[src/rtl/lw_pkg.sv]
// Shared types for the late-write SRAM core.
// Assumes: one command per clock; the command stage emits at most one op.
package lw_pkg;
    typedef enum logic [1:0] {
        LW_IDLE  = 2'd0,
        LW_READ  = 2'd1,
        LW_WRITE = 2'd2
    } lw_op_e;
endpackage

[src/rtl/lw_cmd_stage.sv]
// Command capture stage: registers address, lane mask and operation kind
// on each rising edge, and keeps the post-sleep wake counter.
// Assumes: sleep_i is synchronous to clk; WAKE_CYCLES >= 0.
module lw_cmd_stage #(
    parameter int ADDR_W      = 4,
    parameter int LANES       = 4,
    parameter int WAKE_CYCLES = 4
) (
    input  logic                 clk,
    input  logic                 rst_n,
    input  logic                 sel_i,
    input  logic                 wr_i,
    input  logic                 sleep_i,
    input  logic [ADDR_W-1:0]    addr_i,
    input  logic [LANES-1:0]     lane_we_i,
    output lw_pkg::lw_op_e       op_q,
    output logic [ADDR_W-1:0]    addr_q,
    output logic [LANES-1:0]     mask_q
);
    localparam int CNT_W = $clog2(WAKE_CYCLES + 2);
    localparam logic [CNT_W-1:0] WAKE_LOAD = CNT_W'(WAKE_CYCLES);

    logic [CNT_W-1:0] wake_cnt;
    logic             accept;

    // A command counts only when selected, awake and past the wake window.
    assign accept = sel_i && !sleep_i && (wake_cnt == '0);

    // Wake window: reloaded while asleep, counted down once sleep drops.
    always_ff @(posedge clk) begin
        if (!rst_n)
            wake_cnt <= '0;
        else if (sleep_i)
            wake_cnt <= WAKE_LOAD;
        else if (wake_cnt != '0)
            wake_cnt <= wake_cnt - 1'b1;
    end

    // Pipeline stage 1: capture the accepted command.
    always_ff @(posedge clk) begin
        if (!rst_n) begin
            op_q   <= lw_pkg::LW_IDLE;
            addr_q <= '0;
            mask_q <= '0;
        end else begin
            op_q <= !accept ? lw_pkg::LW_IDLE :
                    (wr_i ? lw_pkg::LW_WRITE : lw_pkg::LW_READ);
            if (accept) begin
                addr_q <= addr_i;
                mask_q <= lane_we_i;
            end
        end
    end
endmodule

[src/rtl/lw_write_buffer.sv]
// Posted write buffer: holds one pending write (address, lane mask, data).
// When stage 1 holds a write, this edge samples its late data, retires
// the previous entry towards the array, and reports per-lane read hits.
// Assumes: din_i carries the data of the write now sitting in stage 1.
module lw_write_buffer #(
    parameter int ADDR_W = 4,
    parameter int LANES  = 4,
    parameter int LANE_W = 9
) (
    input  logic                      clk,
    input  logic                      rst_n,
    input  lw_pkg::lw_op_e            op_i,
    input  logic [ADDR_W-1:0]         addr_i,
    input  logic [LANES-1:0]          mask_i,
    input  logic [LANES*LANE_W-1:0]   din_i,
    output logic                      commit_o,
    output logic [ADDR_W-1:0]         commit_addr_o,
    output logic [LANES-1:0]          commit_mask_o,
    output logic [LANES*LANE_W-1:0]   buf_data_o,
    output logic [LANES-1:0]          hit_mask_o
);
    logic                    valid_q;
    logic [ADDR_W-1:0]       baddr_q;
    logic [LANES-1:0]        bmask_q;
    logic [LANES*LANE_W-1:0] bdata_q;
    logic                    is_wr;
    logic                    addr_eq;

    assign is_wr         = (op_i == lw_pkg::LW_WRITE);
    assign commit_o      = is_wr && valid_q;
    assign commit_addr_o = baddr_q;
    assign commit_mask_o = bmask_q;
    assign buf_data_o    = bdata_q;
    assign addr_eq       = valid_q && (baddr_q == addr_i);

    // Per-lane bypass select for the read in stage 1.
    for (genvar k = 0; k < LANES; k++) begin : g_hit
        assign hit_mask_o[k] = addr_eq && bmask_q[k];
    end

    // Replace the parked entry with the write in stage 1 and its late data.
    always_ff @(posedge clk) begin
        if (!rst_n) begin
            valid_q <= 1'b0;
            baddr_q <= '0;
            bmask_q <= '0;
            bdata_q <= '0;
        end else if (is_wr) begin
            valid_q <= 1'b1;
            baddr_q <= addr_i;
            bmask_q <= mask_i;
            bdata_q <= din_i;
        end
    end
endmodule

[src/rtl/lw_array.sv]
// Storage array built as one bank per lane, each with a masked write port
// and a combinational read port.
// Assumes: contents are undefined until written; no reset of storage.
module lw_array #(
    parameter int ADDR_W = 4,
    parameter int LANES  = 4,
    parameter int LANE_W = 9
) (
    input  logic                      clk,
    input  logic                      we_i,
    input  logic [ADDR_W-1:0]         waddr_i,
    input  logic [LANES-1:0]          wmask_i,
    input  logic [LANES*LANE_W-1:0]   wdata_i,
    input  logic [ADDR_W-1:0]         raddr_i,
    output logic [LANES*LANE_W-1:0]   rdata_o
);
    localparam int DEPTH = 1 << ADDR_W;

    for (genvar k = 0; k < LANES; k++) begin : g_lane
        logic [LANE_W-1:0] bank [DEPTH];

        // Lane write: only when the commit is enabled for this lane.
        always_ff @(posedge clk) begin
            if (we_i && wmask_i[k])
                bank[waddr_i] <= wdata_i[k*LANE_W +: LANE_W];
        end

        assign rdata_o[k*LANE_W +: LANE_W] = bank[raddr_i];
    end
endmodule

[src/rtl/lw_out_stage.sv]
// Output stage: merges array and buffer lanes for a read in stage 1,
// registers the word and the drive flag, and gates drive with oe_i.
// Assumes: sleep_i sampled high kills the drive at that same edge.
module lw_out_stage #(
    parameter int LANES  = 4,
    parameter int LANE_W = 9
) (
    input  logic                      clk,
    input  logic                      rst_n,
    input  lw_pkg::lw_op_e            op_i,
    input  logic                      sleep_i,
    input  logic                      oe_i,
    input  logic [LANES*LANE_W-1:0]   arr_data_i,
    input  logic [LANES*LANE_W-1:0]   buf_data_i,
    input  logic [LANES-1:0]          hit_mask_i,
    output logic [LANES*LANE_W-1:0]   dq_o,
    output logic                      dq_oe_o
);
    logic [LANES*LANE_W-1:0] merged;
    logic                    drive_q;
    logic                    is_rd;

    assign is_rd = (op_i == lw_pkg::LW_READ);

    // Per-lane source select between buffer and array.
    for (genvar k = 0; k < LANES; k++) begin : g_mux
        assign merged[k*LANE_W +: LANE_W] = hit_mask_i[k] ?
            buf_data_i[k*LANE_W +: LANE_W] : arr_data_i[k*LANE_W +: LANE_W];
    end

    // Output register: load on read, drive only for a read outside sleep.
    always_ff @(posedge clk) begin
        if (!rst_n) begin
            drive_q <= 1'b0;
            dq_o    <= '0;
        end else begin
            drive_q <= is_rd && !sleep_i;
            if (is_rd)
                dq_o <= merged;
        end
    end

    assign dq_oe_o = oe_i && drive_q;
endmodule

[src/rtl/late_write_sram.sv]
// Top of the late-write pipelined SRAM core: command stage, posted write
// buffer, lane-banked array and registered output stage.
// Assumes: one clock domain; write data follows its address by one cycle.
module late_write_sram #(
    parameter int ADDR_W      = 4,
    parameter int LANES       = 4,
    parameter int LANE_W      = 9,
    parameter int WAKE_CYCLES = 4
) (
    input  logic                      clk,
    input  logic                      rst_n,
    input  logic                      sel_i,
    input  logic                      wr_i,
    input  logic [LANES-1:0]          lane_we_i,
    input  logic [ADDR_W-1:0]         addr_i,
    input  logic [LANES*LANE_W-1:0]   din_i,
    input  logic                      oe_i,
    input  logic                      sleep_i,
    output logic [LANES*LANE_W-1:0]   dq_o,
    output logic                      dq_oe_o
);
    localparam int DW = LANES * LANE_W;

    lw_pkg::lw_op_e     stage_op;
    logic [ADDR_W-1:0]  stage_addr;
    logic [LANES-1:0]   stage_mask;
    logic               commit;
    logic [ADDR_W-1:0]  commit_addr;
    logic [LANES-1:0]   commit_mask;
    logic [DW-1:0]      buf_data;
    logic [LANES-1:0]   hit_mask;
    logic [DW-1:0]      arr_data;

    lw_cmd_stage #(.ADDR_W(ADDR_W), .LANES(LANES), .WAKE_CYCLES(WAKE_CYCLES)) u_cmd (
        .clk(clk), .rst_n(rst_n), .sel_i(sel_i), .wr_i(wr_i), .sleep_i(sleep_i),
        .addr_i(addr_i), .lane_we_i(lane_we_i),
        .op_q(stage_op), .addr_q(stage_addr), .mask_q(stage_mask)
    );

    lw_write_buffer #(.ADDR_W(ADDR_W), .LANES(LANES), .LANE_W(LANE_W)) u_wbuf (
        .clk(clk), .rst_n(rst_n), .op_i(stage_op), .addr_i(stage_addr),
        .mask_i(stage_mask), .din_i(din_i),
        .commit_o(commit), .commit_addr_o(commit_addr), .commit_mask_o(commit_mask),
        .buf_data_o(buf_data), .hit_mask_o(hit_mask)
    );

    lw_array #(.ADDR_W(ADDR_W), .LANES(LANES), .LANE_W(LANE_W)) u_arr (
        .clk(clk), .we_i(commit), .waddr_i(commit_addr), .wmask_i(commit_mask),
        .wdata_i(buf_data), .raddr_i(stage_addr), .rdata_o(arr_data)
    );

    lw_out_stage #(.LANES(LANES), .LANE_W(LANE_W)) u_out (
        .clk(clk), .rst_n(rst_n), .op_i(stage_op), .sleep_i(sleep_i), .oe_i(oe_i),
        .arr_data_i(arr_data), .buf_data_i(buf_data), .hit_mask_i(hit_mask),
        .dq_o(dq_o), .dq_oe_o(dq_oe_o)
    );
endmodule

[config.mk]
export PLATFORM = sky130hd
export DESIGN_NAME = late_write_sram
export DESIGN_NICKNAME = d
export VERILOG_FILES = /design/src/rtl/lw_pkg.sv /design/src/rtl/lw_cmd_stage.sv /design/src/rtl/lw_write_buffer.sv /design/src/rtl/lw_array.sv /design/src/rtl/lw_out_stage.sv /design/src/rtl/late_write_sram.sv
export SDC_FILE = /design/constraint.sdc
export NUM_CORES = 1
export LEC_CHECK = 0
export BUFFER_PORTS_ARGS = -buffer_cell sky130_fd_sc_hd__buf_2
export CAP_MARGIN = 20
export CORE_ASPECT_RATIO = 1.2
export CORE_UTILIZATION = 40
export CTS_CLUSTER_DIAMETER = 150
export CTS_CLUSTER_SIZE = 14
export DETAILED_ROUTE_END_ITERATION = 8
export GPL_ROUTABILITY_DRIVEN = 0
export HOLD_SLACK_MARGIN = 0.08
export SLEW_MARGIN = 40
export SYNTH_ARGS = -nofsm -noshare
export SYNTH_HDL_FRONTEND = slang
export SYNTH_HIERARCHICAL = 1
export SYNTH_SLANG_ARGS = --single-unit
[constraint.sdc]
create_clock -name clk -period 2.6 [get_ports clk]
set_clock_uncertainty 0.15 [all_clocks]
set_input_delay 0.26 -clock clk [delete_from_list [all_inputs] [get_ports clk]]
set_output_delay 0.26 -clock clk [all_outputs]
set_load 0.005 [all_outputs]
Yosys cells after proc, flatten, opt, wreduce, memory -nomap -nowiden --
Memories as Yosys holds them, arrays and structs flattened. A register that Yosys moved wholly into a read port is not among the register bits. Index checks and enable logic that the tools add are counted. Widths: inputs -> output; s select.
Operators by class: $add $sub $neg 1, equality and inequality tests 3, mux-type cells 23, bitwise gates (word level) 1, reduce and logical (&&, ||, !) cells 20
Operators by type and width (count):
- $mux 9 | 4
- $mux 4 | 8
- $logic_and 1x1->1 | 14
- $mux 1 | 8
- $mux 3 | 2
- $eq 4x4->1 | 1
- $logic_not 3->1 | 1
- $reduce_bool 3->1 | 1
- $sub 3x1->3 const B | 1
- $eq 2x1->1 const B | 1
- $eq 2x2->1 const B | 1
- $mux 2 | 1
- $reduce_and 2->1 | 1
- $reduce_bool 2->1 | 1
- $reduce_or 2->1 | 1
- $logic_not 1->1 | 1
- $not 1->1 | 1
Word-level totals: register bits 95, bits in writable memories 576, input port bits 50, output and inout bits 37, logic and storage cells 63, memories kept 4
Memories:
- u_arr.g_lane[0].bank | words 16, bits a word 9, read ports 1, clocked after Yosys merged registers in 1, write ports 1, line lw_array.sv:20 | logic [LANE_W-1:0] bank [DEPTH];
- u_arr.g_lane[1].bank | words 16, bits a word 9, read ports 1, clocked after Yosys merged registers in 1, write ports 1, line lw_array.sv:20
- u_arr.g_lane[2].bank | words 16, bits a word 9, read ports 1, clocked after Yosys merged registers in 1, write ports 1, line lw_array.sv:20
- u_arr.g_lane[3].bank | words 16, bits a word 9, read ports 1, clocked after Yosys merged registers in 1, write ports 1, line lw_array.sv:20

Longest topological paths before layout --
Gate-level depths: netlist (run 1).
depth in word-level cells 5, depth in mapped cells 8, gate-level depth less buffers 6

By module --
The synthesis (run 1) kept the hierarchy.
By module, submodules not included:
- lw_array | instances 1, cells each 973, area each 21861.0 µm², sequential area each 17296.6 µm²
- lw_out_stage | instances 1, cells each 164, area each 1913.1 µm², sequential area each 740.7 µm²
- lw_write_buffer | instances 1, cells each 211, area each 1745.4 µm², sequential area each 900.9 µm²
- lw_cmd_stage | instances 1, cells each 57, area each 566.8 µm², sequential area each 260.2 µm²

Worst setup path after synthesis (run 1) --
No wires, ideal clock.
kind register -> register, from register u_cmd.op_q[1], to memory u_arr.g_lane[2].bank[10][0], enable pin, library setup time 374 ps, arrival 1830 ps, required time 2076 ps, setup slack 246 ps, stages on the path, launching flop included 8, buffers on the path 3, clock period less this slack 2354 ps, cells stage by stage dfxtp_1 > nor2b_1 > buf_2 > buf_2 > and2_1 > nand2_1 > clkbuf_1 > nor2_1
On the way: cells in the longest elaborated chain, start to end 5
RTL lines:
- start: declaration | line lw_cmd_stage.sv:16 | output lw_pkg::lw_op_e op_q,
- start signal: assignment | line lw_cmd_stage.sv:42 | op_q <= lw_pkg::LW_IDLE;
- start signal: assignment | line lw_cmd_stage.sv:46 | op_q <= !accept ? lw_pkg::LW_IDLE :
- $eq 2x2->1 | line lw_write_buffer.sv:29 | assign is_wr = (op_i == lw_pkg::LW_WRITE);
- $logic_and 1x1->1 | line lw_write_buffer.sv:30 | assign commit_o = is_wr && valid_q;
- net commit | line late_write_sram.sv:27 | logic commit;
- $logic_and 1x1->1 | line lw_array.sv:24 | if (we_i && wmask_i[k])
- $mux 1 | line lw_array.sv:24
- $mux 1 (implied by the code) | line lw_array.sv:25 | bank[waddr_i] <= wdata_i[k*LANE_W +: LANE_W];
- end: declaration | line lw_array.sv:20
The timed path passes the listed nets, and every way through them passes these cells.

Worst setup path after layout (run 1) --
from register u_wbuf.baddr_q[0] (netlist: u_wbuf/commit_addr_o[0]), to register u_out.dq_o[23]
On the way: cells in the longest elaborated chain, start to end 4
RTL lines:
- start: declaration | line lw_write_buffer.sv:23 | logic [ADDR_W-1:0] baddr_q;
- start signal: assignment | line lw_write_buffer.sv:50 | baddr_q <= addr_i;
- $eq 4x4->1 | line lw_write_buffer.sv:34 | assign addr_eq = valid_q && (baddr_q == addr_i);
- $logic_and 1x1->1 | line lw_write_buffer.sv:34
- $logic_and 1x1->1 | line lw_write_buffer.sv:38 | assign hit_mask_o[k] = addr_eq && bmask_q[k];
- net hit_mask[2] | line late_write_sram.sv:31 | logic [LANES-1:0] hit_mask;
- $mux 9 | line lw_out_stage.sv:27 | assign merged[k*LANE_W +: LANE_W] = hit_mask_i[k] ?
- end signal: assignment | line lw_out_stage.sv:39 | dq_o <= merged;
- end: declaration | line lw_out_stage.sv:16 | output logic [LANES*LANE_W-1:0] dq_o,
The timed path passes the listed nets, and every way through them passes these cells. A chain may end at the register's enable or synchronous reset.

==> flow_metrics.py, run 1 <==
metrics = {
    "power": {
        "ir_drop_v": 0.000379,
        "p_leak_nw": 9.78,
        "power.density_mw_per_mm2": 658,
    },
    "global_routing": {
        "grt_pass1_vias": 14048,
        "antenna_found_initial": 0,
        "gr-total-overflow": 0,
        "grt_usage_pct": 17.7,
        "grt_pass1_wl_um": 87600,
        "grt_start_max_net_pins": 59,
    },
    "sta": {
        "slew_headroom_pct": 54.7,
        "finalMaxSlewViolations": 0,
        "finalHoldViolations": 0,
        "finalCritPeriodShare_pct": 94.0,
        "setup_slack_ns": 0.156,
        "fmax_mhz": 409,
        "post-route-min-period_ns": 2.44,
        "rsz0062_at_grt": "no",
        "worst_pin_slew_ns": 0.679,
        "setup-violations-final": 0,
        "fin_tns_setup_ns": 0,
    },
    "floorplan": {
        "initial_core_util_pct": 40.5,
        "die_x_um": 235,
        "dieArea_mm2": 0.0662,
        "ios": 87,
        "rows": 102,
        "dieHeight_um": 282,
        "core_mm2": 0.0644,
    },
    "worst_setup_path": {
        "ff2ff_setup_slack_ns": 0.16,
        "critPathSlowestCell": "a2111o_1",
        "worstSetupStartpointType": "flop",
        "cp_data_required_time_ns": 2.92,
        "cp.buffers_inverters": 2,
        "slowest_delay_ns": 0.52,
        "path_max_fanout": 9,
        "reg2reg_to": "u_out/dq_o[23]",
        "r2r_cells": 6,
        "end_kind": "flop",
        "cp.arrival_ns": 2.76,
        "worstSetupPathType": "reg -> reg",
        "crit_chain": "inv_1, a2111o_1, nor3_2, buf_4, mux2i_1, a21oi_2",
        "r2r_start": "u_wbuf/commit_addr_o[0]",
        "crit_family": "compound AO/OA/AOI/OAI gates",
    },
    "synth": {
        "synth_area_leaders": "edfxtp_1, mux4_2, dfxtp_1",
        "avgSynthCellArea_um2": 18.6,
        "synth_edf_count": 576,
        "synthFlopType": "edfxtp_1",
        "synth_area_leader_cell": "edfxtp_1",
        "async_reset_ff_share_pct": 0,
        "synth.most_common_cell": "edfxtp_1",
        "netlist_instances": 1405,
        "yosys_warnings": 6,
        "synth_area_mm2": 0.0261,
        "ys_seq_elements": 671,
        "synth.top_cells.by_count": "edfxtp_1, nand2_1, mux4_2, dfxtp_1, a22oi_1",
        "synth_fp_nets": 1458,
        "ys_seq_area_share_pct": 73.6,
        "yosys.area.top_type_share_pct": 66.3,
        "yosysUniqueCellTypes": 37,
    },
    "min_path": {
        "min_from": "din_i[4]",
        "hp-class": "in -> reg",
        "hold_path_end": "u_wbuf/buf_data_o[4]",
        "hold_depth": 4,
    },
    "layout": {
        "fin_util_pct": 47.0,
        "syn2layout_area_growth_pct": 16.2,
        "design_area_mm2": 0.0303,
        "finalNetCount": 1694,
        "diodes": 0,
        "drive_above_1_share_pct": 28.0,
    },
    "clocking": {
        "cts_made_buffers": 53,
        "cts_setup_buffers": 0,
        "ctsHtreeMaxLevel": 2,
        "cts.sinks": 671,
        "cts-resized-gates": 0,
        "clk_latency_ns": 0.60,
        "cts_tree": "built",
        "cts_buffer_depth": 3,
        "cts-root-buf": "clkbuf_16",
        "clkTransAtPathRegs_ns": 0.07,
    },
    "routing": {
        "drt_iter0_markers": 1126,
        "wire_per_inst_um": 22.9,
        "vias_per_cell": 5.34,
        "drc": 0,
        "vias": 13428,
        "antenna_left": 0,
        "dr.pass1.iters": 5,
        "finalWirelength_um": 57500,
    },
    "place": {
        "post-place-ws_ns": 0.179,
        "placed_area_mm2": 0.0281,
        "dp_hpwl_um": 35000,
        "io_buffers": 86,
    },
    "flow_run": {
        "maxCapViolCount": 0,
    },
    "status": {
        "status": "complete, no violations",
    },
}
==> cells in the final DEF (no fill, tap or decap), types with 33 or more instances in the layout <==
| cell type | n |
|---|---|
| a21oi_2 | 33 |
| edfxtp_1 | 576 |
| o21ai_2 | 33 |
| clkbuf_1 | 43 |
| dfxtp_1 | 93 |
| buf_4 | 91 |
| nor2_1 | 67 |
| buf_2 | 85 |
| clkbuf_16 | 53 |
| mux4_2 | 144 |
| dlygate4sd3_1 | 72 |
| a21boi_1 | 44 |
| mux2i_1 | 44 |
| a22oi_1 | 72 |
| nand2_1 | 153 |
==> how the worst max path moves through the flow <==
stage	from	endpoint	cells after the start
after CTS	u_cmd/addr_q[0]	u_out/dq_o[23]	6
after floorplan	u_cmd/op_q[1]	u_arr/g_lane[2].bank[10][0]	7
final	u_wbuf/commit_addr_o[0]	u_out/dq_o[23]	6
after global placement	u_cmd/addr_q[0]	u_out/dq_o[4]	6
after detailed placement	u_cmd/addr_q[0]	u_out/dq_o[4]	6
after global routing	u_cmd/addr_q[0]	u_out/dq_o[11]	7
==> through the flow <==
| step | power (mW) | hold slack (ns) | cells |
|---|---|---|---|
| after global routing | 20.6 | 0.290 | 2514 |
| after global placement | 12.7 | 0.287 | 2344 |
| after detailed placement | 12.8 | 0.293 | 2346 |
| final | 20.0 | 0.301 | 2514 |
| after CTS | 20.2 | 0.271 | 2514 |
| after floorplan | 12.5 | 0.234 | 1405 |
==> sequential cells by signal, summed over array words and instances, names as in the netlist <==
register and cells:
u_arr/g_lane.bank 576, u_out/dq_o 36, u_out/drive_q 1, u_cmd/mask_q 4
u_wbuf/commit_mask_o 4, u_wbuf/valid_q 1, u_cmd/op_q 2, u_wbuf/buf_data_o 36
u_cmd/addr_q 4, u_cmd/wake_cnt 3, u_wbuf/commit_addr_o 4
==> power by group <==
part | total (mW) | leakage (nW) | internal (mW) | switching, mW
Sequential | 11.7 | 6.10 | 11.6 | 0.0751
Clock | 7.38 | 0.704 | 3.83 | 3.54
Combinational | 0.922 | 2.98 | 0.474 | 0.448
==> repair_timing <==
item / CTS / global route
hold endpoints to repair: 62 / 0
setup endpoints to repair: 0 / 0
hold buffers: 72 / 0
==> layout make-up <==
cell class	instances	area, um^2
sequential	671	19200
tap	832	1040
timing repair buffer	265	2180
multi-input combinational	644	6380
fill	5389	34100
inverter	6	22.5
clock buffer	96	1490
==> per-layer routing <==
metal / track usage (%) / share of wire (%) / wire [um]
met1: 22.8 / 42 / 24400
met2: 31.4 / 51 / 29200
met4: 4.47 / 2.0 / 1140
met5: 0 / 0 / 0
met3: 2.79 / 4.8 / 2760
==> cell families after synthesis <==
| family | after synthesis | share of synthesized area [%] |
|---|---|---|
| multiplexers | 189 | 14.2 |
| buffers and inverters | 90 | 2.15 |
| AO/OA/AOI/OAI | 193 | 5.82 |
| AND/OR/NAND/NOR | 257 | 4.06 |
| flip-flops | 671 | 73.6 |
| XOR/XNOR | 2 | 0.0672 |
| adder cells (fa/ha/maj) | 3 | 0.144 |
==> worst reg2reg max path, delay by kind of cell, from the launching register on <==
kind                   cells  cell delay, ns
and+or+nand+nor            1            0.27
muxes                      1            0.40
buffers and inverters      2            0.40
AOI/OAI and AO/OA          2            0.61
DFF                        1            0.49
(Power assumes the default switching activity.)
==> inputs of run 2 (changes only) <==
--- a/config.mk
+++ b/config.mk
@@ -8,7 +8,7 @@
 export BUFFER_PORTS_ARGS = -buffer_cell sky130_fd_sc_hd__buf_2
 export CAP_MARGIN = 20
 export CORE_ASPECT_RATIO = 1.2
-export CORE_UTILIZATION = 40
+export CORE_UTILIZATION = 30
 export CTS_CLUSTER_DIAMETER = 150
 export CTS_CLUSTER_SIZE = 14
 export DETAILED_ROUTE_END_ITERATION = 8
==> run 2 against run 1 <==
Effect of this change:
- worst hold slack lost 0.0043 ns
- critical path type unchanged
- maximum frequency grew 1.4%
- sequential cell count is the same
- global-route usage shrank 4.0 points
- total power grew 1.1%
- via count grew 0.80%
- count of clock-buffer cells in the layout grew 1
- critical path depth grew 1
- register-to-register slack gained 0.03 ns
- wire length grew 5.5%
- design area grew 1.3%
==> flow_metrics.py, run 2 (synthesized netlist as in run 1, its figures left out) <==
metrics = {
    "power": {
        "power.density_mw_per_mm2": 657,
        "ir_drop_v": 0.000511,
        "p_leak_nw": 9.78,
    },
    "worst_setup_path": {
        "worstSetupStartpointType": "flop",
        "worstSetupPathType": "reg -> reg",
        "end_kind": "flop",
        "path_max_fanout": 13,
        "cp.arrival_ns": 2.71,
        "cpMostUsedCell": "buf_12",
        "critPathSlowestCell": "dfxtp_4",
        "slowest_delay_ns": 0.50,
        "cp_data_required_time_ns": 2.90,
        "crit_chain": "buf_12, buf_12, mux4_2, a22oi_1, nand2_1, mux2i_1, a21oi_2",
    },
    "routing": {
        "drt_iter0_markers": 1020,
        "vias": 13535,
        "wire_per_inst_um": 21.5,
        "antenna_left": 0,
        "dr.pass1.iters": 7,
        "vias_per_cell": 4.79,
        "drc": 0,
        "finalWirelength_um": 60600,
    },
    "clocking": {
        "cts_made_buffers": 53,
        "cts_buffer_depth": 3,
        "clkTransAtPathRegs_ns": 0.07,
        "cts.sinks": 671,
        "ctsHtreeMaxLevel": 2,
        "clk_latency_ns": 0.60,
        "cts-root-buf": "clkbuf_16",
        "cts_tree": "built",
    },
    "sta": {
        "fmax_mhz": 415,
        "slew_headroom_pct": 49.0,
        "fin_tns_setup_ns": 0,
        "setup-violations-final": 0,
        "finalCritPeriodShare_pct": 92.7,
        "finalHoldViolations": 0,
        "rsz0062_at_grt": "no",
        "finalMaxSlewViolations": 0,
        "hold_slack_ns": 0.297,
        "worst_pin_slew_ns": 0.763,
        "post-route-min-period_ns": 2.41,
    },
    "status": {
        "status": "complete, no violations",
    },
    "global_routing": {
        "antenna_found_initial": 2,
        "grt_usage_pct": 13.8,
        "grt_start_max_net_pins": 74,
        "grt_pass1_vias": 14067,
        "gr-total-overflow": 0,
        "grt_pass1_wl_um": 91500,
    },
    "layout": {
        "largest_reg_flops": 576,
        "fillers": 8102,
        "final_cell_mix": "edfxtp_1, nand2_1, mux4_2",
        "regMostFlops": "u_arr/g_lane.bank",
        "multi_input_area_mm2": 0.00638,
        "drive_above_1_share_pct": 28.6,
        "final_common_cell": "edfxtp_1",
        "syn2layout_area_growth_pct": 17.8,
        "finalNetCount": 1692,
        "ff_latch_area_mm2": 0.0192,
    },
    "place": {
        "io_buffers": 86,
        "dp_hpwl_um": 37100,
    },
    "floorplan": {
        "core_mm2": 0.0862,
        "ios": 87,
        "dieArea_mm2": 0.0881,
        "initial_core_util_pct": 30.3,
        "rows": 118,
        "dieHeight_um": 325,
        "die_x_um": 271,
    },
    "flow_run": {
        "maxCapViolCount": 0,
    },
    "min_path": {
        "hp-class": "in -> reg",
    },
}
==> run 2: critical path, delay by kind of cell (launching register included) <==
kind | cells | cell delay [ns]
flip-flops | 1 | 0.50
AO/OA/AOI/OAI | 2 | 0.41
multiplexers | 2 | 0.72
buffers and inverters | 2 | 0.38
AND/OR/NAND/NOR | 1 | 0.10
==> run 2: routing by layer <==
layer | vias to the layer above | global-route usage, % | share of wire (%)
li1 | 6017 | - | -
met1 | 7103 | 17.9 | 42
met2 | 343 | 24.1 | 51
met3 | 72 | 2.03 | 4.9
met4 | 0 | 3.24 | 1.7
met5 | - | 0 | 0
==> run 2: timing repair <==
item,in CTS,in global routing
buffers inserted,0,7
setup endpoints to repair,0,6
hold buffers,63,0
resized for setup,0,0
endpoints found under the hold margin,65,0
==> run 2: through the flow <==
step	power, mW	utilization [%]	worst slack (ns)	cell area (um^2)	std cells
4_1_cts	20.4	35.6	0.00481	30700	2815
3_5_place_dp	12.8	33.0	0.0155	28500	2654
5_1_grt	20.8	35.6	0.106	30700	2823
6_report	20.2	35.6	0.191	30700	2823
3_3_place_gp	12.8	33.0	0.0813	28500	2654
2_1_floorplan	12.5	-	0.246	26100	1405
==> run 2: power breakdown <==
part | switching, mW | total, mW | internal (mW)
clock | 3.62 | 7.58 | 3.96
sequential | 0.0774 | 11.7 | 11.6
combinational | 0.454 | 0.935 | 0.481
==> run 2: cell type report <==
cell class	count	share of cell area, %
Sequential cell	671	62.5
Multi-Input combinational cell	644	20.8
Timing Repair Buffer	263	6.98
Clock buffer	97	4.99
Tap cell	1140	4.64
Inverter	6	0.0733
Clock inverter	1	0.0285
Antenna cell	1	0.00814
==> run 2: final timing paths <==
path / startpoint / endpoint / slack [ns] / cells past startpoint
worst max-delay path: u_cmd/addr_q[0] / u_out/dq_o[26] / 0.19 / 7
worst min-delay path: din_i[32] / u_wbuf/buf_data_o[32] / 0.30 / 4
worst max register to register: u_cmd/addr_q[0] / u_out/dq_o[26] / 0.19 / 7
worst min register to register: u_cmd/mask_q[0] / u_wbuf/commit_mask_o[0] / 0.32 / 2
